`src/rtl/dls_pkg.sv`:
```
package dls_pkg;
  localparam int STALL_W = 4;
  localparam int LINK_W  = 6;

  localparam logic [2:0] A_CITER = 3'd0;
  localparam logic [2:0] A_BITER = 3'd1;
  localparam logic [2:0] A_CTRL  = 3'd2;
  localparam logic [2:0] A_BEATS = 3'd3;
  localparam logic [2:0] A_SGPTR = 3'd4;

  typedef enum logic [1:0] {
    SQ_IDLE,
    SQ_XFER,
    SQ_HOLD
  } seq_state_e;

  // Control register image; the layout follows the write-port bit positions.
  typedef struct packed {
    logic              sw_go;
    logic [LINK_W-1:0] ch;
    logic              sg;
    logic              lk;
    logic [1:0]        bw;
  } ctrl_t;

  function automatic logic [STALL_W-1:0] stall_cycles(input logic [1:0] code);
    case (code)
      2'b10:   stall_cycles = STALL_W'(4);
      2'b11:   stall_cycles = STALL_W'(8);
      default: stall_cycles = '0;
    endcase
  endfunction
endpackage

```
`src/rtl/dls_throttle.sv`:
```
module dls_throttle
  import dls_pkg::*;
(
  input  logic               clk,
  input  logic               rst,
  input  logic               load,
  input  logic [STALL_W-1:0] len,
  output logic               hold_end
);
  logic [STALL_W-1:0] cnt;

  always_ff @(posedge clk) begin
    if (rst) begin
      cnt <= '0;
    end else if (load) begin
      cnt <= len;
    end else if (cnt != '0) begin
      cnt <= cnt - 1'b1;
    end
  end

  assign hold_end = (cnt == STALL_W'(1));
endmodule

```
`src/rtl/dls_major_ctr.sv`:
```
module dls_major_ctr #(
  parameter int CNT_W = 15
) (
  input  logic             clk,
  input  logic             rst,
  input  logic             ld_cur,
  input  logic             ld_beg,
  input  logic [CNT_W-1:0] wval,
  input  logic             step,
  output logic [CNT_W-1:0] cur,
  output logic             last
);
  logic [CNT_W-1:0] beg;

  assign last = (cur <= CNT_W'(1));

  always_ff @(posedge clk) begin
    if (rst) begin
      cur <= '0;
      beg <= '0;
    end else begin
      if (ld_beg) beg <= wval;
      if (ld_cur) begin
        cur <= wval;
      end else if (step) begin
        cur <= last ? beg : cur - 1'b1;
      end
    end
  end
endmodule

```
`src/rtl/dls_link.sv`:
```
module dls_link
  import dls_pkg::*;
#(
  parameter int PTR_W = 32
) (
  input  logic              clk,
  input  logic              rst,
  input  logic              fire,
  input  logic              lk_en,
  input  logic              sg_en,
  input  logic [LINK_W-1:0] ch_in,
  input  logic [PTR_W-6:0]  blk_in,
  output logic              link_valid,
  output logic [LINK_W-1:0] link_ch,
  output logic              sg_req,
  output logic [PTR_W-1:0]  sg_ptr
);
  logic             sg_wait;
  logic [PTR_W-6:0] blk_q;

  always_ff @(posedge clk) begin
    if (rst) begin
      link_valid <= 1'b0;
      link_ch    <= '0;
      sg_req     <= 1'b0;
      sg_wait    <= 1'b0;
      blk_q      <= '0;
    end else begin
      link_valid <= fire & lk_en;
      if (fire & lk_en) link_ch <= ch_in;
      sg_req  <= (fire & sg_en & ~lk_en) | sg_wait;
      sg_wait <= fire & sg_en & lk_en;
      if (fire & sg_en) blk_q <= blk_in;
    end
  end

  assign sg_ptr = {blk_q, 5'b00000};
endmodule

```
`src/rtl/dma_loop_seq.sv`:
```
module dma_loop_seq
  import dls_pkg::*;
#(
  parameter int CNT_W  = 15,
  parameter int BEAT_W = 4,
  parameter int PTR_W  = 32
) (
  input  logic              clk,
  input  logic              rst,
  input  logic              wr_en,
  input  logic [2:0]        wr_addr,
  input  logic [PTR_W-1:0]  wr_data,
  input  logic              hw_start,
  input  logic              err_in,
  input  logic              bus_gnt,
  output logic              bus_req,
  output logic              bus_wr,
  output logic              active,
  output logic              done,
  output logic [CNT_W-1:0]  citer,
  output logic              link_valid,
  output logic [LINK_W-1:0] link_ch,
  output logic              sg_req,
  output logic [PTR_W-1:0]  sg_ptr
);
  localparam int CTRL_W = $bits(ctrl_t);

  ctrl_t              cfg, wc;
  logic [BEAT_W-1:0]  beats, beat_idx;
  logic [PTR_W-6:0]   sg_blk;
  seq_state_e         st;
  logic               phase, tail;
  logic               launch, granted, final_acc, finish, hold_end, major_last;
  logic [STALL_W-1:0] gap;

  assign wc = ctrl_t'(wr_data[CTRL_W-1:0]);

  always_comb begin
    gap       = stall_cycles(cfg.bw);
    launch    = (st == SQ_IDLE) && (hw_start || cfg.sw_go);
    granted   = (st == SQ_XFER) && bus_gnt && !err_in;
    final_acc = phase && (({1'b0, beat_idx} + 1'b1) >= {1'b0, beats});
    finish    = (granted && final_acc && (gap == '0)) ||
                ((st == SQ_HOLD) && !err_in && hold_end && tail);
  end

  // Configuration registers
  always_ff @(posedge clk) begin
    if (rst) begin
      cfg    <= '0;
      beats  <= '0;
      sg_blk <= '0;
    end else begin
      if (launch) cfg.sw_go <= 1'b0;
      if (wr_en) begin
        case (wr_addr)
          A_CTRL: begin
            cfg.bw <= wc.bw;
            cfg.lk <= wc.lk & ~done;
            cfg.sg <= wc.sg & ~done;
            cfg.ch <= wc.ch;
            if (wc.sw_go) cfg.sw_go <= 1'b1;
          end
          A_BEATS: beats  <= wr_data[BEAT_W-1:0];
          A_SGPTR: sg_blk <= wr_data[PTR_W-1:5];
          default: ;
        endcase
      end
    end
  end

  // Minor-loop sequencer
  always_ff @(posedge clk) begin
    if (rst) begin
      st       <= SQ_IDLE;
      phase    <= 1'b0;
      beat_idx <= '0;
      tail     <= 1'b0;
      active   <= 1'b0;
      done     <= 1'b0;
    end else begin
      unique case (st)
        SQ_IDLE: begin
          if (launch) begin
            st       <= SQ_XFER;
            phase    <= 1'b0;
            beat_idx <= '0;
            tail     <= 1'b0;
            active   <= 1'b1;
            done     <= 1'b0;
          end
        end
        SQ_XFER: begin
          if (err_in) begin
            st     <= SQ_IDLE;
            active <= 1'b0;
          end else if (bus_gnt) begin
            phase <= ~phase;
            if (phase) beat_idx <= beat_idx + 1'b1;
            tail <= final_acc;
            if (gap != '0) begin
              st <= SQ_HOLD;
            end else if (final_acc) begin
              st     <= SQ_IDLE;
              active <= 1'b0;
            end
          end
        end
        SQ_HOLD: begin
          if (err_in) begin
            st     <= SQ_IDLE;
            active <= 1'b0;
          end else if (hold_end) begin
            if (tail) begin
              st     <= SQ_IDLE;
              active <= 1'b0;
            end else begin
              st <= SQ_XFER;
            end
          end
        end
        default: st <= SQ_IDLE;
      endcase
      if (finish && major_last) done <= 1'b1;
    end
  end

  assign bus_req = (st == SQ_XFER);
  assign bus_wr  = phase;

  dls_throttle u_thr (
    .clk      (clk),
    .rst      (rst),
    .load     (granted),
    .len      (gap),
    .hold_end (hold_end)
  );

  dls_major_ctr #(.CNT_W(CNT_W)) u_ctr (
    .clk    (clk),
    .rst    (rst),
    .ld_cur (wr_en && (wr_addr == A_CITER)),
    .ld_beg (wr_en && (wr_addr == A_BITER)),
    .wval   (wr_data[CNT_W-1:0]),
    .step   (finish),
    .cur    (citer),
    .last   (major_last)
  );

  dls_link #(.PTR_W(PTR_W)) u_link (
    .clk        (clk),
    .rst        (rst),
    .fire       (finish && major_last),
    .lk_en      (cfg.lk),
    .sg_en      (cfg.sg),
    .ch_in      (cfg.ch),
    .blk_in     (sg_blk),
    .link_valid (link_valid),
    .link_ch    (link_ch),
    .sg_req     (sg_req),
    .sg_ptr     (sg_ptr)
  );
endmodule

```
`config.mk`:
```
export PLATFORM = sky130hd
export DESIGN_NAME = dma_loop_seq
export DESIGN_NICKNAME = d
export VERILOG_FILES = /design/src/rtl/dls_pkg.sv /design/src/rtl/dls_throttle.sv /design/src/rtl/dls_major_ctr.sv /design/src/rtl/dls_link.sv /design/src/rtl/dma_loop_seq.sv
export SDC_FILE = /design/constraint.sdc
export NUM_CORES = 1
export LEC_CHECK = 0
export BUFFER_PORTS_ARGS = -buffer_cell sky130_fd_sc_hd__buf_4
export CORE_UTILIZATION = 60
export DETAILED_ROUTE_END_ITERATION = 7
export PLACE_DENSITY_LB_ADDON = 0.3
export SYNTH_ARGS = -nofsm -noshare
export SYNTH_HDL_FRONTEND = slang
export SYNTH_SLANG_ARGS = --single-unit
```
`constraint.sdc`:
```
create_clock -name clk -period 6.51 [get_ports clk]
set_input_delay 0.3255 -clock clk [delete_from_list [all_inputs] [get_ports clk]]
set_output_delay 0.3255 -clock clk [all_outputs]
set_load 0.01 [all_outputs]
```
# == Yosys cells after proc, flatten, opt, wreduce, memory -nomap -nowiden ==
# Index checks and enable logic that the tools add are counted.
# op_classes
add_sub_neg,4
eq_ne,19
n_bitwise,10
magnitude_cmp,2
reduce_logical,34
muxes,42
# ops
operator,count
2-to-1 mux 15 bit,3
2-to-1 mux 4 bit,6
2-to-1 mux 11 bit,2
2-to-1 mux 1 bit,18
case mux 4 bit (2 select lines),2
"<= comparator 15 x 1 -> 1 bit, second input constant",1
"subtractor 15 x 1 -> 15 bit, second input constant",1
2-to-1 mux 2 bit,7
logical AND 1 bit,12
"inequality test 3 bit, second input constant",4
nonzero test 2 bit,5
AND reduction 2 bit,4
AND reduction 4 bit,2
nonzero test 4 bit,2
AND reduction 7 bit,1
AND 1 bit,6
"equality test 2 bit, second input constant",3
"equality test 3 x 2 -> 1 bit, second input constant",2
"inequality test 2 bit, second input constant",3
case mux 2 bit (3 select lines),1
"adder 4 x 1 -> 5 bit, second input constant",1
>= comparator 5 x 4 -> 1 bit,1
AND reduction 5 bit,1
"adder 4 x 1 -> 4 bit, second input constant",1
other kinds (18),22
# word_totals
in_bits,41
output_inout_bits,59
reg_bits,122
word_cells,132

# == Depth between registers and ports, before layout ==
# Gate-level depths: netlist of the first run.
# logic_depth
depth_word,10
ltp_mapped,11
ltp_nobuf,9

# == Hierarchy ==
# Synthesis of the first run repeated with hierarchy kept, for this count alone.
# hier_totals
hier_cells,674
area_unflattened_um2,6174.7
# modules_own_cells
mod,area_each_um2,seq_area_each_um2,n_inst,cells_per_inst
dma_loop_seq,2352.3,1041.0,1,285
dls_link,1864.3,720.7,1,166
dls_major_ctr,1711.6,600.6,1,196
dls_throttle,246.5,80.1,1,27

# == Worst setup path after synthesis of the first run ==
# Ideal clock, no wire load.
# synth_path
path_kind,register to register
startpoint,register beat_idx[0]
endpoint,register u_ctr.cur[9]
n_path_buf,2
setup_slack_ns,4.064
period_less_slack_ns,2.446
arrival_ns,2.324
required_ns,6.388
stages_incl_launch_ff,12
path_cell_list,dfxtp_1 > ha_1 > xor2_1 > ha_1 > a21oi_1 > o21ai_0 > a21oi_1 > and2_1 > clkbuf_2 > buf_2 > nor2_1 > a221o_1
# synth_via
elab_chain_len,7
# synth_lines
element,line,source
"start, declared",dma_loop_seq.sv:29,"logic [BEAT_W-1:0] beats, beat_idx;"
"start signal, assigned",dma_loop_seq.sv:99,if (phase) beat_idx <= beat_idx + 1'b1;
adder 4 x 1 -> 5 bit,dma_loop_seq.sv:42,"final_acc = phase && (({1'b0, beat_idx} + 1'b1) >= {1'b0, beats});"
>= comparator 5 x 4 -> 1 bit,dma_loop_seq.sv:42,
logical AND 1 bit,dma_loop_seq.sv:42,
logical AND 1 bit (2 in a row),dma_loop_seq.sv:43,finish = (granted && final_acc && (gap == '0)) ||
logical OR 1 bit,dma_loop_seq.sv:43,
nonzero test 2 bit (no line),--,
"end signal, assigned",dls_major_ctr.sv:24,cur <= wval;
"end signal, assigned",dls_major_ctr.sv:26,cur <= last ? beg : cur - 1'b1;
"end, declared",dls_major_ctr.sv:10,"output logic [CNT_W-1:0] cur,"
# No other way between the ends.
# A chain may end at the register's enable or synchronous reset.

# == Worst setup path in the final report of the first run ==
# layout_path
startpoint,register beat_idx[0]
endpoint,register u_ctr.cur[11]
# The elaborated chain is that of the path after synthesis.

==> results of run 1 <==
synth_stat cells (2+ instances only):
| master | instances |
|---|---|
| o21ai_0 | 20 |
| buf_12 | 2 |
| nor2_1 | 73 |
| nand3b_1 | 6 |
| a22o_1 | 3 |
| inv_1 | 18 |
| or3_1 | 3 |
| a221o_1 | 3 |
| nand2_1 | 129 |
| nor3_1 | 11 |
| a311oi_1 | 4 |
| clkbuf_1 | 29 |
| xor2_1 | 3 |
| dfxtp_1 | 122 |
| a211o_1 | 2 |
| buf_4 | 7 |
| o2111ai_1 | 2 |
| o31ai_1 | 3 |
| nor2b_1 | 8 |
| o21a_1 | 2 |
| xnor2_1 | 2 |
| nand2b_1 | 3 |
| a31oi_1 | 3 |
| nor3b_1 | 3 |
| a22oi_1 | 3 |
| and2_1 | 3 |
| o211ai_1 | 3 |
| nand3_1 | 13 |
| ha_1 | 14 |
| a21o_1 | 3 |
| a211oi_1 | 3 |
| o211a_1 | 2 |
| a21oi_1 | 76 |
| mux2i_1 | 39 |
| nor4_1 | 3 |
placed cells by master, fill, tap and decap left out, types with 4 or more instances in the layout:
master / Yosys / routed
nand2_1: 129 / 129
dfxtp_1: 122 / 122
buf_4: 7 / 96
a21oi_1: 76 / 76
nor2_1: 73 / 73
mux2i_1: 39 / 39
o21ai_0: 20 / 20
inv_1: 18 / 18
clkbuf_16: 0 / 16
ha_1: 14 / 14
nand3_1: 13 / 13
nor3_1: 11 / 11
nor2b_1: 8 / 8
nand3b_1: 6 / 6
conb_1: 1 / 5
inv_6: 0 / 5
a311oi_1: 4 / 4
worst register-to-register path: stages, from the launching register on:
cell and delay, ns:
dfxtp_1 0.41, ha_1 0.22, xor2_1 0.23, ha_1 0.30, a21oi_1 0.13, o21ai_0 0.11, a21oi_1 0.45, and2_1 0.59
nor4_1 0.14, a221o_1 0.34
routing by layer:
layer / track usage [%] / vias to the layer above / share of wire (%)
met1: 36.9 / 2362 / 40
met3: 7.44 / 57 / 7.4
met5: 0 / - / 0
met4: 12.9 / 0 / 3.2
met2: 55.1 / 253 / 50
li1: - / 2368 / -
through the flow:
stage,utilization (%),setup WS (ns),power [mW],hold WS (ns),std cells
2_1_floorplan,-,4.06,0.963,0.413,654
3_3_place_gp,69.5,3.70,1.02,0.441,816
3_5_place_dp,69.5,3.60,1.03,0.446,816
5_1_grt,76.2,3.27,2.02,0.0477,848
4_1_cts,76.2,3.54,1.95,0.0228,848
6_report,76.2,3.46,1.96,0.0342,848
kinds of logic (layout without fill, tap and decap cells):
| logic type | after synthesis | in the layout | synth area share, % |
|---|---|---|---|
| compound gates | 142 | 142 | 16.2 |
| xor+xnor | 5 | 5 | 0.811 |
| fa+ha+maj | 14 | 14 | 3.24 |
| buf+inv | 60 | 146 | 5.44 |
| flops | 122 | 122 | 45.2 |
| mux | 39 | 39 | 7.23 |
| other cells | 1 | 5 | 0.0694 |
| simple gates | 267 | 267 | 21.8 |
final timing paths:
| check | startpoint | to | slack [ns] |
|---|---|---|---|
| hold / removal | wr_data[12] | u_ctr.cur[12] | 0.03 |
| setup reg to reg | beat_idx[0] | u_ctr.cur[11] | 3.46 |
| setup / recovery | beat_idx[0] | u_ctr.cur[11] | 3.46 |
| hold reg to reg | sg_blk[3] | sg_blk[3] | 0.46 |
power groups by stage:
| stage | registers [mW] | logic (mW) | clock network (mW) |
|---|---|---|---|
| 6_report | 0.790 | 0.234 | 0.932 |
| 5_1_grt | 0.793 | 0.258 | 0.968 |
| 4_1_cts | 0.790 | 0.230 | 0.935 |
| 3_5_place_dp | 0.805 | 0.222 | 0 |
| 3_3_place_gp | 0.803 | 0.214 | 0 |
| 2_1_floorplan | 0.802 | 0.161 | 0 |
layout make-up:
cell class / count / area [um^2]
Sequential cell: 122 / 2440
Multi-Input combinational cell: 472 / 2690
Fill cell: 590 / 2070
Timing Repair Buffer: 96 / 721
Clock buffer: 18 / 428
Inverter: 18 / 67.6
Tap cell: 108 / 135
Clock inverter: 14 / 161
state kept, by name (all words and copies together), names as in the netlist:
signal and count:
done 1, u_link.blk_q 27, sg_blk 27, beat_idx 4, u_ctr.cur 15, tail 1
u_link.sg_req 1, u_ctr.beg 15, u_thr.cnt 4, st 2, beats 4, u_link.sg_wait 1
u_link.link_ch 6, bus_wr 1, u_link.link_valid 1, cfg 11, active 1
==> impl_results.md, run 1 <==
- Status: completed
- First-pass GRT wire length: 23800 um
- Antenna violations before repair: 0
- Internal power: 1.42 mW
- Crit-path max cell delay: 0.59 ns
- Fin. Hold Viols: 0
- Final TNS setup: 0 ns
- Max cap viols: 0
- Die height: 96.9 um
- Distinct cells, synth: 62
- CTS tree: yes
- Final worst-path cycle share: 46.8%
- Slowest cell on crit path: and2_1
- 1st-iter DRT viols: 364
- Critical path depth: 9
- Clock Skews: 0.00941 ns
- F_max: 328 MHz
- # nets final: 782
- Area grow syn2layout: 23.1%
- Final Max Slew Viols: 0
- Post-CTS Resized: 0
- FF-to-FF path depth: 9
- Synth top area share: 45.2%
- Worst-path cell chain: ha_1 -> xor2_1 -> ha_1 -> a21oi_1 -> o21ai_0 -> a21oi_1 -> and2_1 -> nor4_1 -> a221o_1
- Number of clock sinks: 122
- Core area: 8720 um^2
- Ant. Diodes: 0
- Mapped Cells: 650
- Rows: 34
- Buf/Inv on CP: 0
- Peak fanout along the critical path: 15
- Detailed Route WL: 14500 um
- Die area: 9390 um^2
- Critical path required time: 6.92 ns
- Share of layout cells above drive strength 1: 18.6%
- Post-DR vias/cell: 5.94
- DP Wirelength: 9150 um
- Warnings, synthesis: 0
- Hold Crit Depth: 3
- Register area share after synthesis: 45.2%
- Top delay family on crit path: compound AO/OA/AOI/OAI gates
- Top cells by area, synth: dfxtp_1 45%, nand2_1 9.0%, mux2i_1 7.2%
- EDFF count, synth: 0
- Min Tclk post-route: 3.05 ns
- Combinational Power Share: 11.9%
- CTS Root Cell: clkbuf_8
- Net Sw Power: 532 uW
- Post-synthesis sequential element count: 122
- WS Path Type: reg -> reg
- Final global-route overflow total: 0
- Leak: 2.68 nW
- Max rail drop VDD: 0.178 mV
- Worst Tran Pin Value: 1.19 ns
- Worst skew pair latency: 0.53 ns
- Cell taking the most area after synthesis: dfxtp_1
- Setup bufs post-CTS: 0
- I/O pins: 100
- Number of global-route vias before repair: 4902
- Cell Pwr Density: 294 nW/um^2
- FFs w/ async S/R, synth: 0%
- Switch share: 27.2%
- Unrepaired setup endpoints after global routing: no
- Netlist Area Pre-Place: 5400 um^2
- Vias after detailed routing: 5040
- Hold buffers post-CTS: 0
- Global placement routability congestion: 0.970
- TritonRoute pass-1 iters: 7
- CTS Buf Count: 17
- Antenna Violating Nets Remaining: 0
- Largest net degree at the start of global routing: 60
- Slew headroom: 20.2%
- Startpoint types: flip-flop
- Post-synth top flop: dfxtp_1
- Hold Crit Class: in -> reg
- Clk slew on worst S/H paths: 0.06 ns
- GRT Overall Usage: 31.5%
- Clock Tree Buf Depth: 2
- Crit end category: flip-flop
- I/O Buffers: 94
- Critical path data arrival time: 3.46 ns
- Die width: 96.9 um
- Initial Util: 62.0%
- Wire per inst: 17.1 um
- Post-route cell area: 6650 um^2
- Clk pwr share: 47.7%
- Mean Syn Cell Area: 8.31 um^2
- Flop pwr share: 40.4%
- DRC: 0
- Setup violations, final: 0
- # H-tree levels: 4
- Placed inst area: 6060 um^2
Note: power is estimated with default switching activity, not from simulation.
==> inputs of run 2 (changes only) <==
--- a/config.mk
+++ b/config.mk
@@ -5,8 +5,9 @@
 export SDC_FILE = /design/constraint.sdc
 export NUM_CORES = 1
 export LEC_CHECK = 0
+export ABC_AREA = 1
 export BUFFER_PORTS_ARGS = -buffer_cell sky130_fd_sc_hd__buf_4
-export CORE_UTILIZATION = 60
+export CORE_UTILIZATION = 56
 export DETAILED_ROUTE_END_ITERATION = 7
 export PLACE_DENSITY_LB_ADDON = 0.3
 export SYNTH_ARGS = -nofsm -noshare
==> constraint.sdc (replaced) <==
create_clock -name clk -period 3.1 [get_ports clk]
set_input_delay 0.155 -clock clk [delete_from_list [all_inputs] [get_ports clk]]
set_output_delay 0.155 -clock clk [all_outputs]
set_load 0.01 [all_outputs]
==> run 2 against run 1 <==
Net effect: hold slack got worse by 0.016 ns; sequential power increased by 110%; combinational power increased to 3.3 times the previous value; sequential cell count stayed put; wire length grew 9.9%; register-to-register slack worse by 3.1 ns; count of clock-buffer cells in the layout rose by 1; clock skew is 0.0071 ns higher; synthesized cell count is 23% higher; cell area rose by 10%; sequential share of layout area decreased by 3.4 points; critical path type unchanged; largest cell class unchanged; largest power group unchanged.
==> impl_results.md, run 2 <==
- TritonRoute pass-1 iters: 7
- DRC: 0
- I/O pins: 100
- Internal power: 3.14 mW
- Wire per inst: 15.1 um
- Largest family of logic cells by synthesized area: simple AND/OR/NAND/NOR gates
- Die height: 103 um
- Buf/Inv on CP: 1
- Hold Crit Depth: 4
- Slowest cell on crit path: dfxtp_1
- Antenna Violating Nets Remaining: 0
- FF-to-FF path depth: 14
- GRT Overall Usage: 30.8%
- CTS Buf Count: 17
- Clk slew on worst S/H paths: 0.07 ns
- Critical path required time: 3.47 ns
- Initial Util: 58.5%
- Antenna violations before repair: 0
- Hold buffers post-CTS: 32
- Core area: 9860 um^2
- Worst hold start: hw_start
- Distinct cells, synth: 32
- Clock Skews: 0.0166 ns
- Worst skew pair latency: 0.52 ns
- Max rail drop VDD: 0.422 mV
- Setup violations, final: 0
- CTS Root Cell: clkbuf_8
- Register area share after synthesis: 42.4%
- Mean Syn Cell Area: 7.22 um^2
- 1st-iter DRT viols: 373
- Filler cells: 715
- DP Wirelength: 9740 um
- Unrepaired setup endpoints after global routing: no
- Fin. Hold Viols: 0
- Post-synthesis mux area share: 0%
- Netlist Area Pre-Place: 5770 um^2
- Post-synthesis sequential element count: 122
- Final TNS setup: 0 ns
- FFs w/ async S/R, synth: 0%
- Clock Tree Buf Depth: 2
- Synth Area in Simple Gates: 30.9%
- Cell Pwr Density: 605 nW/um^2
- Largest net degree at the start of global routing: 60
- Number of global-route vias before repair: 5447
- Crit end category: flip-flop
- Die width: 103 um
- Post-route cell area: 7320 um^2
- Die area: 10700 um^2
- XOR/XNOR share of the synthesized area: 0.759%
- Reg2reg end: u_link.blk_q[9]
- CTS tree: yes
- Mapped Cells: 799
- Detailed Route WL: 16000 um
- Final worst-path cycle share: 88.7%
- Status: completed
- Most common cell in the synthesized netlist: nand2_1
- WHS Endpoint: done
- Top cells by area, synth: dfxtp_1 42%, nand2_1 11%, nor2_1 7.4%
- Final Max Slew Viols: 0
- Clk pwr share: 44.5%
- Slew headroom: 34.9%
- # nets final: 964
- Peak fanout along the critical path: 32
- Vias after detailed routing: 5880
- Post-synth top cells: 169 x nand2_1, 122 x dfxtp_1, 114 x nor2_1
- Total Power: 4.43 mW
- First-pass GRT wire length: 25300 um
- Synth top area share: 42.4%
- Slack of the worst reg-to-reg path: 0.35 ns
- Final global-route overflow total: 0
- Global placement routability congestion: 0.905
- Net Sw Power: 1.28 mW
- Combinational Power Share: 17.4%
- Flop pwr share: 38.1%
- Number of clock sinks: 122
- Critical path data arrival time: 3.12 ns
- F_max: 364 MHz
- Leak: 3.20 nW
- Area grow syn2layout: 26.9%
- Post-CTS Resized: 0
- Startpoint types: flip-flop
- Warnings, synthesis: 0
- Ant. Diodes: 0
- Share of layout cells above drive strength 1: 16.1%
- EDFF count, synth: 0
- Max cap viols: 0
- Crit-path max cell delay: 0.34 ns
- Hold Crit Class: in -> reg
- Biggest regs: sg_blk (27), u_link.blk_q (27)
- CP most frequent cell: nand2_1
- Synth Area in Compound Gates: 13.1%
- Final design utilization: 74.2%
- Worst-path cell chain: ha_1 -> xor2_1 -> ha_1 -> nand2_1 -> inv_1 -> nand2_1 -> nand2_1 -> nand2_1 -> nand2_1 -> nand3_4 -> nand2_4 -> nand3_4 -> nand2_1 -> a21oi_1
- Min Tclk post-route: 2.75 ns
- Rows: 36
- I/O Buffers: 94
- Most frequent cells in the layout: 169 x nand2_1, 122 x dfxtp_1, 114 x nor2_1, 100 x buf_4, 75 x a21oi_1
- Switch share: 29.0%
- Worst Tran Pin Value: 0.975 ns
- Commonest non-fill, non-tap cell in the layout: nand2_1
- Top delay family on crit path: simple AND/OR/NAND/NOR gates
- Setup bufs post-CTS: 0
- Reg2reg start: beat_idx[0]
- Post-Synth Adder-Cell Area: 3.04%
- Cell taking the most area after synthesis: dfxtp_1
- WS Path Type: reg -> reg
- Hold slack final: 0.0178 ns
- Placed inst area: 6390 um^2
- Post-synth top flop: dfxtp_1
- # H-tree levels: 4
- Post-DR vias/cell: 5.57
[run 2: cell count changes after synthesis, moves of 4 or more]
cell / before / now
a311oi_1: 4 / 0
buf_6: 1 / 8
clkbuf_1: 29 / 25
inv_1: 18 / 65
mux2i_1: 39 / 0
nand2_1: 129 / 169
nand2_4: 0 / 4
nand3_1: 13 / 45
nand4_1: 1 / 45
nor2_1: 73 / 114
nor2b_1: 8 / 0
nor3_1: 11 / 4
o21ai_0: 20 / 64
[run 2: routing by layer]
metal  share of wire, %  wire length, um  global-route usage [%]  vias to the layer above
met5                  0                0                       0                        -
met4                3.7              593                    16.9                        0
met3                6.3              998                    6.92                       71
met2                 50             7900                    52.2                      274
met1                 41             6470                    36.1                     2687
li1                   -                -                       -                     2848
[run 2: layout make-up]
type,instances,area [um^2],share of cell area [%]
Multi-Input combinational cell,568,2780,37.9
Sequential cell,122,2440,33.4
Timing Repair Buffer,133,1090,14.9
Clock buffer,19,422,5.76
Inverter,67,251,3.44
Clock inverter,13,170,2.33
Tap cell,133,166,2.27
[run 2: how the worst max path moves through the flow]
| stage | to | start | cells after the start |
|---|---|---|---|
| after global routing | u_link.blk_q[9] | beat_idx[0] | 14 |
| after global placement | u_link.blk_q[13] | beat_idx[0] | 14 |
| after CTS | u_link.blk_q[9] | beat_idx[0] | 14 |
| after detailed placement | u_link.blk_q[14] | beat_idx[0] | 14 |
| final | u_link.blk_q[9] | beat_idx[0] | 14 |
| after floorplan | u_link.blk_q[10] | beat_idx[0] | 15 |
[run 2: power groups by stage]
stage	combinational [mW]	clock, mW	sequential [mW]
2_1_floorplan	0.562	0	1.71
3_3_place_gp	0.684	0	1.71
3_5_place_dp	0.709	0	1.72
4_1_cts	0.754	1.96	1.69
5_1_grt	0.869	2.06	1.69
6_report	0.772	1.97	1.69
[run 2: kinds of logic (layout without fill, tap and decap cells)]
logic type / after synthesis / count (layout)
AOI/OAI and AO/OA: 148 / 148
xor gates and xnor gates: 5 / 5
adders and majority gates: 14 / 14
buffers and inverters: 113 / 232
DFF: 122 / 122
other: 1 / 5
and+or+nand+nor: 396 / 396
[run 2: worst min-delay path, cell delays in order]
cell     delay [ns]
buf_4          0.08
nor2_1         0.04
o21ai_0        0.13
a21oi_1        0.06
[run 2: through the flow]
step / setup slack [ns] / cells
2_1_floorplan: 1.03 / 803
3_3_place_gp: 0.605 / 990
3_5_place_dp: 0.458 / 990
4_1_cts: 0.413 / 1054
5_1_grt: 0.185 / 1055
6_report: 0.350 / 1055
==> inputs of run 3 (changes only) <==
--- a/config.mk
+++ b/config.mk
@@ -12,4 +12,5 @@
 export PLACE_DENSITY_LB_ADDON = 0.3
 export SYNTH_ARGS = -nofsm -noshare
 export SYNTH_HDL_FRONTEND = slang
+export SYNTH_HIERARCHICAL = 1
 export SYNTH_SLANG_ARGS = --single-unit
==> constraint.sdc (replaced) <==
create_clock -name clk -period 3.1 [get_ports clk]
set_input_delay 0.155 -clock clk [delete_from_list [all_inputs] [get_ports clk]]
set_output_delay 0.155 -clock clk [all_outputs]
set_load 0.05 [all_outputs]
==> run 3 against run 2 <==
Net effect: sequential cell count did not move; sequential share of layout area grew 0.59 points; largest power group unchanged; cell area decreased by 1.7%; via count down 6.6%; global-route usage is 0.16 points higher.
==> impl_results.md, run 3 <==
- Share of layout cells above drive strength 1: 18.6%
- Synth top area share: 43.9%
- Netlist Area Pre-Place: 5560 um^2
- Vias after detailed routing: 5494
- Die width: 102 um
- EDFF count, synth: 0
- Reg2reg start: beat_idx[0]
- Switch share: 31.6%
- TritonRoute pass-1 iters: 5
- Clock Tree Buf Depth: 2
- CTS Root Cell: clkbuf_8
- Mean Syn Cell Area: 7.41 um^2
- Hold Crit Class: in -> reg
- First-pass GRT wire length: 25000 um
- 1st-iter DRT viols: 315
- Worst Tran Pin Value: 0.819 ns
- I/O Buffers: 94
- Final worst-path cycle share: 88.2%
- Most frequent cells in the layout: 127 x nand2_1, 122 x dfxtp_1, 116 x nor2_1, 102 x buf_4, 73 x a21oi_1
- Rows: 35
- Multi-input gate area: 2640 um^2
- Min Tclk post-route: 2.74 ns
- Clk slew on worst S/H paths: 0.06 ns
- Peak fanout along the critical path: 28
- Ant. Diodes: 0
- GRT Overall Usage: 30.9%
- Largest net degree at the start of global routing: 76
- Register area share after synthesis: 43.9%
- F_max: 366 MHz
- WHS Endpoint: done
- Net Sw Power: 1.46 mW
- Unrepaired setup endpoints after global routing: no
- Final global-route overflow total: 0
- FF-to-FF path depth: 14
- Max rail drop VDD: 0.458 mV
- FFs w/ async S/R, synth: 0%
- Die area: 10300 um^2
- Biggest regs: sg_blk (27), u_link/blk_q (27)
- Area grow syn2layout: 29.4%
- Crit end category: flip-flop
- Met1 Usage GRT: 37.3%
- Top cells by area, synth: dfxtp_1 44%, nand2_1 8.6%, nor2_1 7.9%
- Status: completed
- Slew headroom: 45.4%
- Grt peak-use layer: met2
- Cell Pwr Density: 641 nW/um^2
- GRT met2 Usage: 51.9%
- CTS Buf Count: 17
- Slack of the worst reg-to-reg path: 0.36 ns
- Leak: 3.15 nW
- DRC: 0
- Post-synth top cells: 127 x nand2_1, 122 x dfxtp_1, 117 x nor2_1
- Met3 usage: 8.01%
- CTS tree: yes
- Flop pwr share: 37.2%
- Distinct cells, synth: 37
- Critical path required time: 3.54 ns
- Post-synthesis sequential element count: 122
- Post-synth top flop: dfxtp_1
- Wire per inst: 15.2 um
- Combinational Power Share: 20.2%
- Reg area: 2440 um^2
- Initial Util: 59.0%
- Antenna violations before repair: 0
- Antenna Violating Nets Remaining: 0
- Mapped Cells: 750
- Hold slack final: 0.0455 ns
- Number of global-route vias before repair: 5376
- Reg2reg end: u_link/blk_q[5]
- Startpoint types: flip-flop
- Detailed Route WL: 15300 um
- Global placement routability congestion: 0.917
- Final Max Slew Viols: 0
- Most common cell in the synthesized netlist: nand2_1
- Die height: 102 um
- Final TNS setup: 0 ns
- Worst skew pair latency: 0.52 ns
- Critical path data arrival time: 3.17 ns
- Worst hold start: hw_start
- Max cap viols: 0
- Clk pwr share: 42.6%
- Core area: 9420 um^2
- Clock Skews: 0.0137 ns
- DP Wirelength: 9420 um
- Filler cells: 653
- Internal power: 3.15 mW
- # H-tree levels: 4
- Critical Path Source: beat_idx[0]
- I/O pins: 100
- WS Path Type: reg -> reg
- Setup violations, final: 0
- Number of clock sinks: 122
- Fin. Hold Viols: 0
- Commonest non-fill, non-tap cell in the layout: nand2_1
- Warnings, synthesis: 6
- Hold Crit Depth: 4
- # nets final: 925
- Cell taking the most area after synthesis: dfxtp_1
- Post-DR vias/cell: 5.43
==> run 3: cell count changes in the layout (fill, tap and decap cells not counted), sizes merged, moves of 3 or more <==
cell / before / now
o211ai: 0 / 4
xor2: 2 / 5
o21ai: 66 / 46
clkinv: 7 / 4
nand4: 45 / 4
a211oi: 4 / 13
nor2: 117 / 126
nand2: 173 / 133
nand3: 50 / 66
a22oi: 0 / 15
inv: 67 / 72
==> run 3: timing repair <==
action | in CTS | in global routing
endpoints found under the setup margin | 0 | 15
gates resized for setup | 0 | 1
hold buffers | 34 | 0
hold endpoints to repair | 67 | 0
setup buffers | 0 | 0
==> run 3: worst max-delay path, cell delays in order, from the launching register on <==
cell     delay [ns]
dfxtp_1        0.41
ha_1           0.22
xor2_1         0.24
ha_1           0.29
a21oi_1        0.15
nand2_1        0.07
nand2_1        0.05
nand2_1        0.07
nand3_1        0.08
nand2_1        0.09
nand2_1        0.12
inv_1          0.10
nand2_2        0.44
nand2_1        0.13
a21oi_1        0.18
==> run 3: worst max path at each step <==
| stage | cells after the start | endpoint |
|---|---|---|
| 2_1_floorplan | 15 | u_link/blk_q[10] |
| 3_3_place_gp | 14 | u_ctr/cur[12] |
| 3_5_place_dp | 12 | u_ctr/cur[4] |
| 4_1_cts | 12 | u_ctr/cur[4] |
| 5_1_grt | 14 | u_link/blk_q[5] |
| 6_report | 14 | u_link/blk_q[5] |
==> run 3: metrics by stage <==
| stage | setup WS (ns) | instance area (um^2) | power [mW] | std cells | utilization (%) |
|---|---|---|---|---|---|
| 6_report | 0.365 | 7190 | 4.61 | 1011 | 76.4 |
| 5_1_grt | 0.0771 | 7190 | 4.80 | 1011 | 76.4 |
| 4_1_cts | 0.268 | 7190 | 4.60 | 1011 | 76.3 |
| 3_5_place_dp | 0.288 | 6260 | 2.61 | 945 | 66.5 |
| 3_3_place_gp | 0.486 | 6260 | 2.57 | 945 | 66.5 |
| 2_1_floorplan | 0.838 | 5580 | 2.41 | 755 | - |
==> run 3: kinds of logic after synthesis <==
group	after synthesis	share of synthesized area [%]
XOR/XNOR	9	1.42
AND/OR/NAND/NOR	341	26.9
adder cells (fa/ha/maj)	15	3.38
buffers and inverters	108	8.91
flip-flops	122	43.9
AO/OA/AOI/OAI	153	15.3
other	2	0.135
==> run 3: metal layers <==
metal  vias up  wire length (um)  part of all wire (%)
met1      2551              6510                    42
met3        38               877                   5.7
li1       2687                 -                     -
met2       218              7560                    49
met4         0               378                   2.5
met5         -                 0                     0
==> run 3: area by class of cell <==
cell class / count / share of cell area, %
clock buffer: 18 / 5.95
clock inverter: 14 / 2.23
inverter: 67 / 3.50
multi-input combinational: 525 / 36.7
sequential: 122 / 34.0
tap: 129 / 2.24
timing repair buffer: 136 / 15.4
==> run 3: power groups by stage <==
stage	Clock [mW]	Combinational, mW	Sequential (mW)
final	1.96	0.933	1.71
after global routing	2.05	1.03	1.72
after CTS	1.97	0.918	1.71
after detailed placement	0	0.865	1.74
after global placement	0	0.834	1.74
after floorplan	0	0.631	1.78
